==> config.mk <==
export PLATFORM = sky130hd
export DESIGN_NAME = hb_dtseq
export DESIGN_NICKNAME = d
export VERILOG_FILES = /design/src/rtl/hb_dtseq_pkg.sv /design/src/rtl/hb_dtseq_gapcfg.sv /design/src/rtl/hb_dtseq_bootflag.sv /design/src/rtl/hb_dtseq_leg.sv /design/src/rtl/hb_dtseq.sv
export SDC_FILE = /design/constraint.sdc
export NUM_CORES = 1
export LEC_CHECK = 0
export BUFFER_PORTS_ARGS = -buffer_cell sky130_fd_sc_hd__buf_2
export CORE_UTILIZATION = 45
export DETAILED_ROUTE_END_ITERATION = 6
export PLACE_DENSITY = 0.64
export SKIP_CTS_REPAIR_TIMING = 1
export SYNTH_ARGS = -nofsm -noshare
export SYNTH_HDL_FRONTEND = slang
export SYNTH_HIERARCHICAL = 1
export SYNTH_SLANG_ARGS = --single-unit
==> constraint.sdc <==
create_clock -name clk -period 2.29 [get_ports clk]
set_input_delay 0.1145 -clock clk [delete_from_list [all_inputs] [get_ports clk]]
set_output_delay 0.1145 -clock clk [all_outputs]
set_load 0.01 [all_outputs]
==> src/rtl/hb_dtseq_pkg.sv <==
`timescale 1ns/1ps
package hb_dtseq_pkg;

  typedef enum logic [2:0] {
    ST_IDLE,
    ST_GAP_H,
    ST_GAP_L,
    ST_ON_H,
    ST_ON_L,
    ST_PRE,
    ST_FAULT
  } leg_state_t;

  // counter must hold the timeout, the precharge length and any gap code
  function automatic int ctr_width(int tmo, int pre, int dtw);
    int m;
    int w;
    m = (tmo > pre) ? tmo : pre;
    w = $clog2(m);
    return (w > dtw) ? w : dtw;
  endfunction

endpackage

==> src/rtl/hb_dtseq_gapcfg.sv <==
`timescale 1ns/1ps
module hb_dtseq_gapcfg #(
  parameter int DTW        = 8,
  parameter int GMIN       = 2,
  parameter int GMAX       = 25,
  parameter int ADAPT_CODE = 255
) (
  input  logic [DTW-1:0] dt_cfg,
  output logic           adaptive,
  output logic [DTW-1:0] gap_last
);

  localparam logic [DTW-1:0] LO_C = DTW'(GMIN);
  localparam logic [DTW-1:0] HI_C = DTW'(GMAX);
  localparam logic [DTW-1:0] AD_C = DTW'(ADAPT_CODE);

  logic [DTW-1:0] gap_len;

  always_comb begin
    adaptive = (dt_cfg == AD_C);
    if (dt_cfg < LO_C)      gap_len = LO_C;
    else if (dt_cfg > HI_C) gap_len = HI_C;
    else                    gap_len = dt_cfg;
    gap_last = gap_len - DTW'(1);
  end

endmodule

==> src/rtl/hb_dtseq_bootflag.sv <==
`timescale 1ns/1ps
module hb_dtseq_bootflag (
  input  logic clk,
  input  logic rst_n,
  input  logic en,
  input  logic boot_ok,
  input  logic buck_dir,
  output logic pre_need,
  output logic ready
);

  logic rdy_q;
  logic rdy_d;

  always_comb begin
    rdy_d = en & (rdy_q | boot_ok);
  end

  always_ff @(posedge clk or negedge rst_n) begin
    if (!rst_n)              rdy_q <= 1'b0;
    else if (rdy_d != rdy_q) rdy_q <= rdy_d;
  end

  assign ready    = rdy_q;
  assign pre_need = buck_dir & ~rdy_q;

endmodule

==> src/rtl/hb_dtseq_leg.sv <==
`timescale 1ns/1ps
module hb_dtseq_leg
  import hb_dtseq_pkg::*;
#(
  parameter int DTW     = 8,
  parameter int CW      = 8,
  parameter int PRE_LEN = 20,
  parameter int TMO     = 64
) (
  input  logic           clk,
  input  logic           rst_n,
  input  logic           en,
  input  logic           pwm,
  input  logic           adaptive,
  input  logic [DTW-1:0] gap_last,
  input  logic           pre_need,
  input  logic           cyc_start,
  input  logic           hs_low,
  input  logic           ls_low,
  output logic           hs_en,
  output logic           ls_en,
  output logic           fault
);

  localparam logic [CW-1:0] PRE_END = CW'(PRE_LEN - 1);
  localparam logic [CW-1:0] TMO_END = CW'(TMO - 1);

  leg_state_t    st_q, st_d;
  logic [CW-1:0] cnt_q, cnt_d;
  logic          cnt_we;
  logic          opp_low;
  logic          hs_q, ls_q, flt_q;

  always_comb begin
    st_d    = st_q;
    cnt_d   = cnt_q;
    cnt_we  = 1'b0;
    opp_low = (st_q == ST_GAP_H) ? ls_low : hs_low;
    if (!en) begin
      st_d   = ST_IDLE;
      cnt_d  = '0;
      cnt_we = 1'b1;
    end else begin
      case (st_q)
        ST_IDLE: begin
          if (pre_need) begin
            if (cyc_start) begin
              st_d   = ST_PRE;
              cnt_d  = '0;
              cnt_we = 1'b1;
            end
          end else begin
            st_d   = pwm ? ST_GAP_H : ST_GAP_L;
            cnt_d  = '0;
            cnt_we = 1'b1;
          end
        end
        ST_PRE: begin
          if (cnt_q == PRE_END) begin
            st_d = ST_IDLE;
          end else begin
            cnt_d  = cnt_q + CW'(1);
            cnt_we = 1'b1;
          end
        end
        ST_GAP_H, ST_GAP_L: begin
          if (pre_need) begin
            st_d = ST_IDLE;
          end else if (adaptive) begin
            if (opp_low) begin
              st_d = (st_q == ST_GAP_H) ? ST_ON_H : ST_ON_L;
            end else if (cnt_q == TMO_END) begin
              st_d = ST_FAULT;
            end else begin
              cnt_d  = cnt_q + CW'(1);
              cnt_we = 1'b1;
            end
          end else if (int'(cnt_q) >= int'(gap_last)) begin
            st_d = (st_q == ST_GAP_H) ? ST_ON_H : ST_ON_L;
          end else begin
            cnt_d  = cnt_q + CW'(1);
            cnt_we = 1'b1;
          end
        end
        ST_ON_H: begin
          if (pre_need) begin
            st_d = ST_IDLE;
          end else if (!pwm) begin
            st_d   = ST_GAP_L;
            cnt_d  = '0;
            cnt_we = 1'b1;
          end
        end
        ST_ON_L: begin
          if (pre_need) begin
            st_d = ST_IDLE;
          end else if (pwm) begin
            st_d   = ST_GAP_H;
            cnt_d  = '0;
            cnt_we = 1'b1;
          end
        end
        ST_FAULT: st_d = ST_FAULT;
        default:  st_d = ST_IDLE;
      endcase
    end
  end

  always_ff @(posedge clk or negedge rst_n) begin
    if (!rst_n) begin
      st_q  <= ST_IDLE;
      hs_q  <= 1'b0;
      ls_q  <= 1'b0;
      flt_q <= 1'b0;
    end else begin
      st_q  <= st_d;
      hs_q  <= (st_d == ST_ON_H);
      ls_q  <= (st_d == ST_ON_L) || (st_d == ST_PRE);
      flt_q <= (st_d == ST_FAULT);
    end
  end

  always_ff @(posedge clk or negedge rst_n) begin
    if (!rst_n)      cnt_q <= '0;
    else if (cnt_we) cnt_q <= cnt_d;
  end

  assign hs_en = hs_q;
  assign ls_en = ls_q;
  assign fault = flt_q;

endmodule

==> src/rtl/hb_dtseq.sv <==
`timescale 1ns/1ps
module hb_dtseq #(
  parameter int NCH        = 2,
  parameter int DTW        = 8,
  parameter int GMIN       = 2,
  parameter int GMAX       = 25,
  parameter int ADAPT_CODE = 255,
  parameter int PRE_LEN    = 20,
  parameter int TMO        = 64
) (
  input  logic           clk,
  input  logic           rst_n,
  input  logic [NCH-1:0] chan_en,
  input  logic [NCH-1:0] pwm,
  input  logic [DTW-1:0] dt_cfg,
  input  logic           buck_dir,
  input  logic [NCH-1:0] boot_ok,
  input  logic           cyc_start,
  input  logic [NCH-1:0] hs_low,
  input  logic [NCH-1:0] ls_low,
  output logic [NCH-1:0] hs_en,
  output logic [NCH-1:0] ls_en,
  output logic [NCH-1:0] fault
);

  localparam int CW = hb_dtseq_pkg::ctr_width(TMO, PRE_LEN, DTW);

  logic [1:0]     rs_q;
  logic           rst_core_n;
  logic           adaptive;
  logic [DTW-1:0] gap_last;
  logic [NCH-1:0] pre_need;
  logic [NCH-1:0] boot_rdy;

  always_ff @(posedge clk or negedge rst_n) begin
    if (!rst_n) rs_q <= 2'b00;
    else        rs_q <= {rs_q[0], 1'b1};
  end
  assign rst_core_n = rs_q[1];

  hb_dtseq_gapcfg #(
    .DTW(DTW), .GMIN(GMIN), .GMAX(GMAX), .ADAPT_CODE(ADAPT_CODE)
  ) u_cfg (
    .dt_cfg(dt_cfg), .adaptive(adaptive), .gap_last(gap_last)
  );

  for (genvar c = 0; c < NCH; c++) begin : g_ch
    hb_dtseq_bootflag u_boot (
      .clk(clk), .rst_n(rst_core_n), .en(chan_en[c]), .boot_ok(boot_ok[c]),
      .buck_dir(buck_dir), .pre_need(pre_need[c]), .ready(boot_rdy[c])
    );

    hb_dtseq_leg #(
      .DTW(DTW), .CW(CW), .PRE_LEN(PRE_LEN), .TMO(TMO)
    ) u_leg (
      .clk(clk), .rst_n(rst_core_n), .en(chan_en[c]), .pwm(pwm[c]),
      .adaptive(adaptive), .gap_last(gap_last), .pre_need(pre_need[c]),
      .cyc_start(cyc_start), .hs_low(hs_low[c]), .ls_low(ls_low[c]),
      .hs_en(hs_en[c]), .ls_en(ls_en[c]), .fault(fault[c])
    );
  end

endmodule

# Word level (Yosys, flattened, before mapping)
# Index checks and enable logic that the tools add are counted.
# W data, S select, Z words.
# op_classes
add_sub_neg,3
bitwise_logic,8
muxes,90
n_lt_le_gt_ge,4
n_reduce_logical,8
n_eq_ne,49
# op_table
cell,n
$mux W8,27
$mux W3,28
$pmux W8 S5,2
$eq A3 B3 Y1 const B,12
$ne A3 B3 Y1 const B,12
$pmux W3 S6,2
$ne A4 B4 Y1 const B,8
$mux W1,27
$reduce_and A12 Y1,2
$eq A3 B2 Y1 const B,6
$add A8 B1 Y8 const B,2
$eq A8 B5 Y1 const B,2
$eq A8 B6 Y1 const B,2
$ge A8 B8 Y1,2
$ne A6 B1 Y1 const B,2
$pmux W1 S5,2
$eq A8 B8 Y1 const B,1
$gt A8 B5 Y1 const B,1
$lt A8 B2 Y1 const B,1
$sub A8 B1 Y8 const B,1
$eq A3 B1 Y1 const B,2
$logic_not A3 Y1,2
$and A1 B1 Y1,4
$mux W2,2
other kinds (5),10
# totals
reg_bits,32

# Depth between registers and ports, before layout
# logic_depth
ltp_word,12
ltp_mapped,16
ltp_nobuf,15

# Cells and area by module
# The synthesis kept the hierarchy.
# by_module_without_submodules
module,cells_each,area_per_inst_um2,n_inst
hb_dtseq_leg (g_ch[0].u_leg),156,1266.2,1
hb_dtseq_leg (g_ch[1].u_leg),144,1226.2,1
hb_dtseq_gapcfg,28,201.4,1
hb_dtseq_bootflag,3,38.8,2
hb_dtseq,3,53.8,1

# Worst setup path after synthesis
# OpenSTA, ideal clock, no wires.
# synth_path
path_kind,input to register
startpoint,input port dt_cfg[4]
endpoint,register g_ch[1].u_leg.cnt_q[4]
arrival_time_ns,2.874
path_buffers,1
slack_ns,-0.705
path_stages,15
cell_sequence,buf_6 nor4_1 o31a_1 ha_1 nor3b_2 nand2_1 nor2_1 inv_1 ha_1 a41o_1 a21o_1 or3_4 o221ai_4 o22ai_1 a22o_1
# synth_via
elab_chain_len,11
word_cells_on_any_way,20
classes_between,1 x add/sub; 3 x order compare; 4 x eq/ne; 11 x mux; 1 x reduce/logical
# synth_lines
element,line_no,text
from (decl),hb_dtseq.sv:15,"input logic [DTW-1:0] dt_cfg,"
$gt A8 B5 Y1,hb_dtseq_gapcfg.sv:22,else if (dt_cfg > HI_C) gap_len = HI_C;
$mux W8,hb_dtseq_gapcfg.sv:22,
$mux W8 (*),hb_dtseq_gapcfg.sv:21,if (dt_cfg < LO_C) gap_len = LO_C;
$sub A8 B1 Y8 (*),hb_dtseq_gapcfg.sv:24,gap_last = gap_len - DTW'(1);
named net gap_last[0],hb_dtseq.sv:31,logic [DTW-1:0] gap_last;
$ge A8 B8 Y1 (*),hb_dtseq_leg.sv:78,end else if (int'(cnt_q) >= int'(gap_last)) begin
$mux W1,hb_dtseq_leg.sv:78,
$mux W1,hb_dtseq_leg.sv:69,end else if (adaptive) begin
$mux W1,hb_dtseq_leg.sv:67,if (pre_need) begin
$pmux W1 S5,hb_dtseq_leg.sv:44,case (st_q)
$mux W1,hb_dtseq_leg.sv:39,if (!en) begin
$reduce_and A12 Y1 (no source line) (*),n/a,
to (signal assigned),hb_dtseq_leg.sv:125,else if (cnt_we) cnt_q <= cnt_d;
to (decl),hb_dtseq_leg.sv:29,"logic [CW-1:0] cnt_q, cnt_d;"
# The timed path passes the listed nets; every way through them passes the cells marked *. The select of a mux whose other input is x is not followed.
# A chain may end at the register's enable or synchronous reset.

# Worst setup path after layout
# layout_path
startpoint,input port dt_cfg[4]
endpoint,register g_ch[0].u_leg.cnt_q[4]
# layout_via
elab_chain_len,11
word_cells_on_any_way,20
classes_between,1 x add/sub; 3 x order compare; 4 x eq/ne; 11 x mux; 1 x reduce/logical
# layout_lines
element,line_no
$gt A8 B5 Y1,hb_dtseq_gapcfg.sv:22
$mux W8,hb_dtseq_gapcfg.sv:22
$mux W8 (*),hb_dtseq_gapcfg.sv:21
$sub A8 B1 Y8 (*),hb_dtseq_gapcfg.sv:24
named net gap_last[0],hb_dtseq.sv:31
$ge A8 B8 Y1 (*),hb_dtseq_leg.sv:78
$mux W1,hb_dtseq_leg.sv:78
$mux W1,hb_dtseq_leg.sv:69
$mux W1,hb_dtseq_leg.sv:67
$pmux W1 S5,hb_dtseq_leg.sv:44
$mux W1,hb_dtseq_leg.sv:39
$reduce_and A12 Y1 (no source line) (*),n/a
to (signal assigned),hb_dtseq_leg.sv:125
to (decl),hb_dtseq_leg.sv:29
# Marks and branches as above.

==> summary.md <==
| Metric | Value |
|---|---|
| Status | finished, violations left |
| Failing checks | negative setup slack |
| Worst skew pair latency | 0.28 ns |
| Area fraction of the dominant cell type after synthesis | 0.283 |
| Crit-path cells | buf_8 > nor4_4 > o31a_1 > ha_2 > nor3b_4 > nand2_2 > nor2_4 > inv_2 > ha_4 > and2_4 > a221o_1 > buf_6 > o21ai_2 > or3b_4 > o32ai_2 |
| Area occupied by multi-input gates | 0.00212 sq mm |
| Total CTS buffers | 5 |
| PortBufs | 27 |
| Buf/Inv on CP | 3 |
| Post-route cell area | 0.00384 sq mm |
| CP Data Arrival Time | 3.07 ns |
| Iter 0 DRT Violations | 167 |
| Unrepaired setup endpoints after global routing | yes |
| Post-synthesis cell type with the largest combined area | dfrtp_1 |
| HP Class | input pin to register |
| Final setup violation count | 26 |
| Clock Tree Root | clkbuf_8 |
| Post-route DRC | 0 |
| Ys flop type | dfrtp_1 |
| Total power | 1.69 mW |
| Syn avg cell area | 8.38 sq um |
| Slew headroom | 0.164 |
| Setup Skew | 0.00494 ns |
| Core area | 0.00599 sq mm |
| Ant. Diodes | 0 |
| Io pins | 28 |
| Core Rows | 28 |
| Mapped Area | 0.00283 sq mm |
| Slowest-stage cell, CP | or3b_4 |
| Cell area power density | 441 mW/mm^2 |
| Placed instance count | 477 |
| Placer congestion estimate | 0.884 |
| Post-layout nets | 458 |
| Post-DP Area | 0.00344 sq mm |
| Fin crit period | 2.89 ns |
| Grt ovf | 0 |
| Die X-Extent | 81.2 microns |
| Vias in the first global route | 2646 |
| Layout Cells excl Fill | 493 |
| CP top delay family | simple AND/OR/NAND/NOR gates |
| Layout cells sized above 1 | 0.359 |
| FILL cells | 515 |
| DR vias | 2873 |
| Top cells by area, synth | dfrtp_1 (28%), ha_1 (8.4%), nand2_1 (4.1%) |
| First-pass GRT wire length | 11400 microns |
| Initial antenna violation count | 0 |
| Clock share of power | 0.328 |
| Sequential area share after synthesis | 0.283 |
| Flop pwr share | 0.364 |
| VDD IR-drop max | 0.335 mV |
| Fmax achieved | 346 MHz |
| Post-DP HPWL | 5400 microns |
| CP endpoint kind | register |
| Number of enable flip-flop cells after synthesis | 0 |
| Ys async rst share | 1.00 |
| Post-route clock period utilization | 1.26 |
| Setup crit start kind | input pin |
| Total Routing Usage GR | 0.224 |
| Final wirelength | 7610 microns |
| Yosys warnings | 6 |
| DR vias/cell | 5.83 |
| CTS tree | yes |
| Largest net degree at the start of global routing | 19 |
| Cell variety after synth | 71 |
| Clock buffer depth | 2 |
| Pleak | 1.71 nW |
| Net Sw Frac | 0.321 |
| Req. time, crit path | 2.47 ns |
| Max incr delay on CP | 0.45 ns |
| Synth Register Bits | 32 |
| Final WS setup | -0.598 ns |
| Layout area overhead | 35.8% |
| Max Slew Vio Count | 0 |
| R2r setup slk | -0.32 ns |
| Die area | 0.00660 sq mm |
| MaxCap Viol Count | 0 |
| Drt wl/cell | 15.4 microns |
| Crit-path max FO | 6 |
| Critical path class | input pin to register |
| Initial Util | 0.472 |
| Post-Syn Instances | 337 |
| Register Area | 801 sq um |
| Worst Max-Slew Pin Slew | 1.24 ns |
| Routed Antenna Nets | 0 |
| Top cells by count, synth | dfrtp_1 (32), nand2_1 (31), inv_1 (26), a21oi_1 (20), ha_1 (19) |
| Most frequent cell after synthesis | dfrtp_1 |
| Clock transition at the registers of the reported paths | 0.07 ns |
| Net Sw Power | 0.543 mW |
| Cell-internal power | 1.15 mW |
| Combinational power share | 0.308 |
| # H-tree levels | 2 |
| Drt first pass iters | 4 |
| Num Clock Sinks | 32 |
| Final hold viol count | 0 |
| Die height | 81.2 microns |
layout make-up:
| type | count | share of cell area |
|---|---|---|
| tap | 75 | 0.0245 |
| multi-input combinational | 266 | 0.552 |
| timing repair buffer | 86 | 0.160 |
| inverter | 26 | 0.0254 |
| sequential | 32 | 0.209 |
| clock buffer | 5 | 0.0179 |
| clock inverter | 3 | 0.0111 |
state kept, by name (all words and copies together), names as in the netlist:
| register | flops |
|---|---|
| g_ch.u_leg/st_q | 6 |
| rs_q | 2 |
| g_ch.u_leg/fault | 2 |
| g_ch.u_leg/cnt_q | 16 |
| g_ch.u_boot/ready | 2 |
| g_ch.u_leg/ls_en | 2 |
| g_ch.u_leg/hs_en | 2 |
cell usage in the layout (no fill, tap or decap), drive strengths merged, types with 6 or more instances in the layout:
cell type	instances
nand3	15
o21a	6
dfrtp	32
and3	6
nand2	31
o22ai	7
ha	19
a21oi	21
buf	85
nor2b	9
o21ai	20
nor2	18
nor3	7
inv	26
nand2b	11
through the flow:
| stage | setup TNS, ns | util | setup WS, ns | hold WS, ns |
|---|---|---|---|---|
| after floorplan | -9.86 | - | -0.561 | -0.181 |
| after global placement | -16.83 | 0.574 | -0.796 | -0.101 |
| after detailed placement | -18.05 | 0.574 | -0.843 | -0.0993 |
| after CTS | -10.63 | 0.592 | -0.558 | -0.408 |
| final | -11.25 | 0.641 | -0.598 | 0.0433 |
| after global routing | -15.58 | 0.641 | -0.738 | 0.0449 |
kinds of logic after synthesis:
| kind of cell | Yosys count | share of synthesized area |
|---|---|---|
| compound gates | 108 | 0.287 |
| simple gates | 130 | 0.263 |
| mux | 3 | 0.0106 |
| fa+ha+maj | 19 | 0.0841 |
| buf+inv | 41 | 0.0629 |
| flops | 32 | 0.283 |
| xor+xnor | 2 | 0.00620 |
| other cells | 2 | 0.00266 |
power by group through the flow:
stage	registers (mW)	logic, mW	clock network (mW)
2_1_floorplan	0.623	0.297	0
3_3_place_gp	0.625	0.451	0
3_5_place_dp	0.626	0.456	0
4_1_cts	0.615	0.458	0.562
5_1_grt	0.620	0.570	0.593
6_report	0.615	0.522	0.556
path summary, 6_finish.rpt:
check	startpoint	endpoint	depth (start not counted)
worst max-delay path	dt_cfg[4]	g_ch[0].u_leg/cnt_q[4]	15
worst max register to register	g_ch[0].u_leg/st_q[1]	g_ch[0].u_leg/cnt_q[4]	4
worst min register to register	rs_q[1]	g_ch[1].u_boot/ready	0
max in group asynchronous	rs_q[1]	g_ch[0].u_leg/cnt_q[4]	1
worst min-delay path	boot_ok[1]	g_ch[1].u_boot/ready	2
min in group asynchronous	rst_n	rs_q[0]	2
routing by layer:
layer,track usage,vias up,wire length (microns),share of wire
li1,-,1422,-,-
met1,0.294,1349,3390,0.45
met2,0.382,98,3740,0.49
met3,0.0281,4,422,0.055
met4,0.0643,0,54,0.0071
met5,0,-,0,0
No activity file was read; power rests on OpenSTA's default activity.
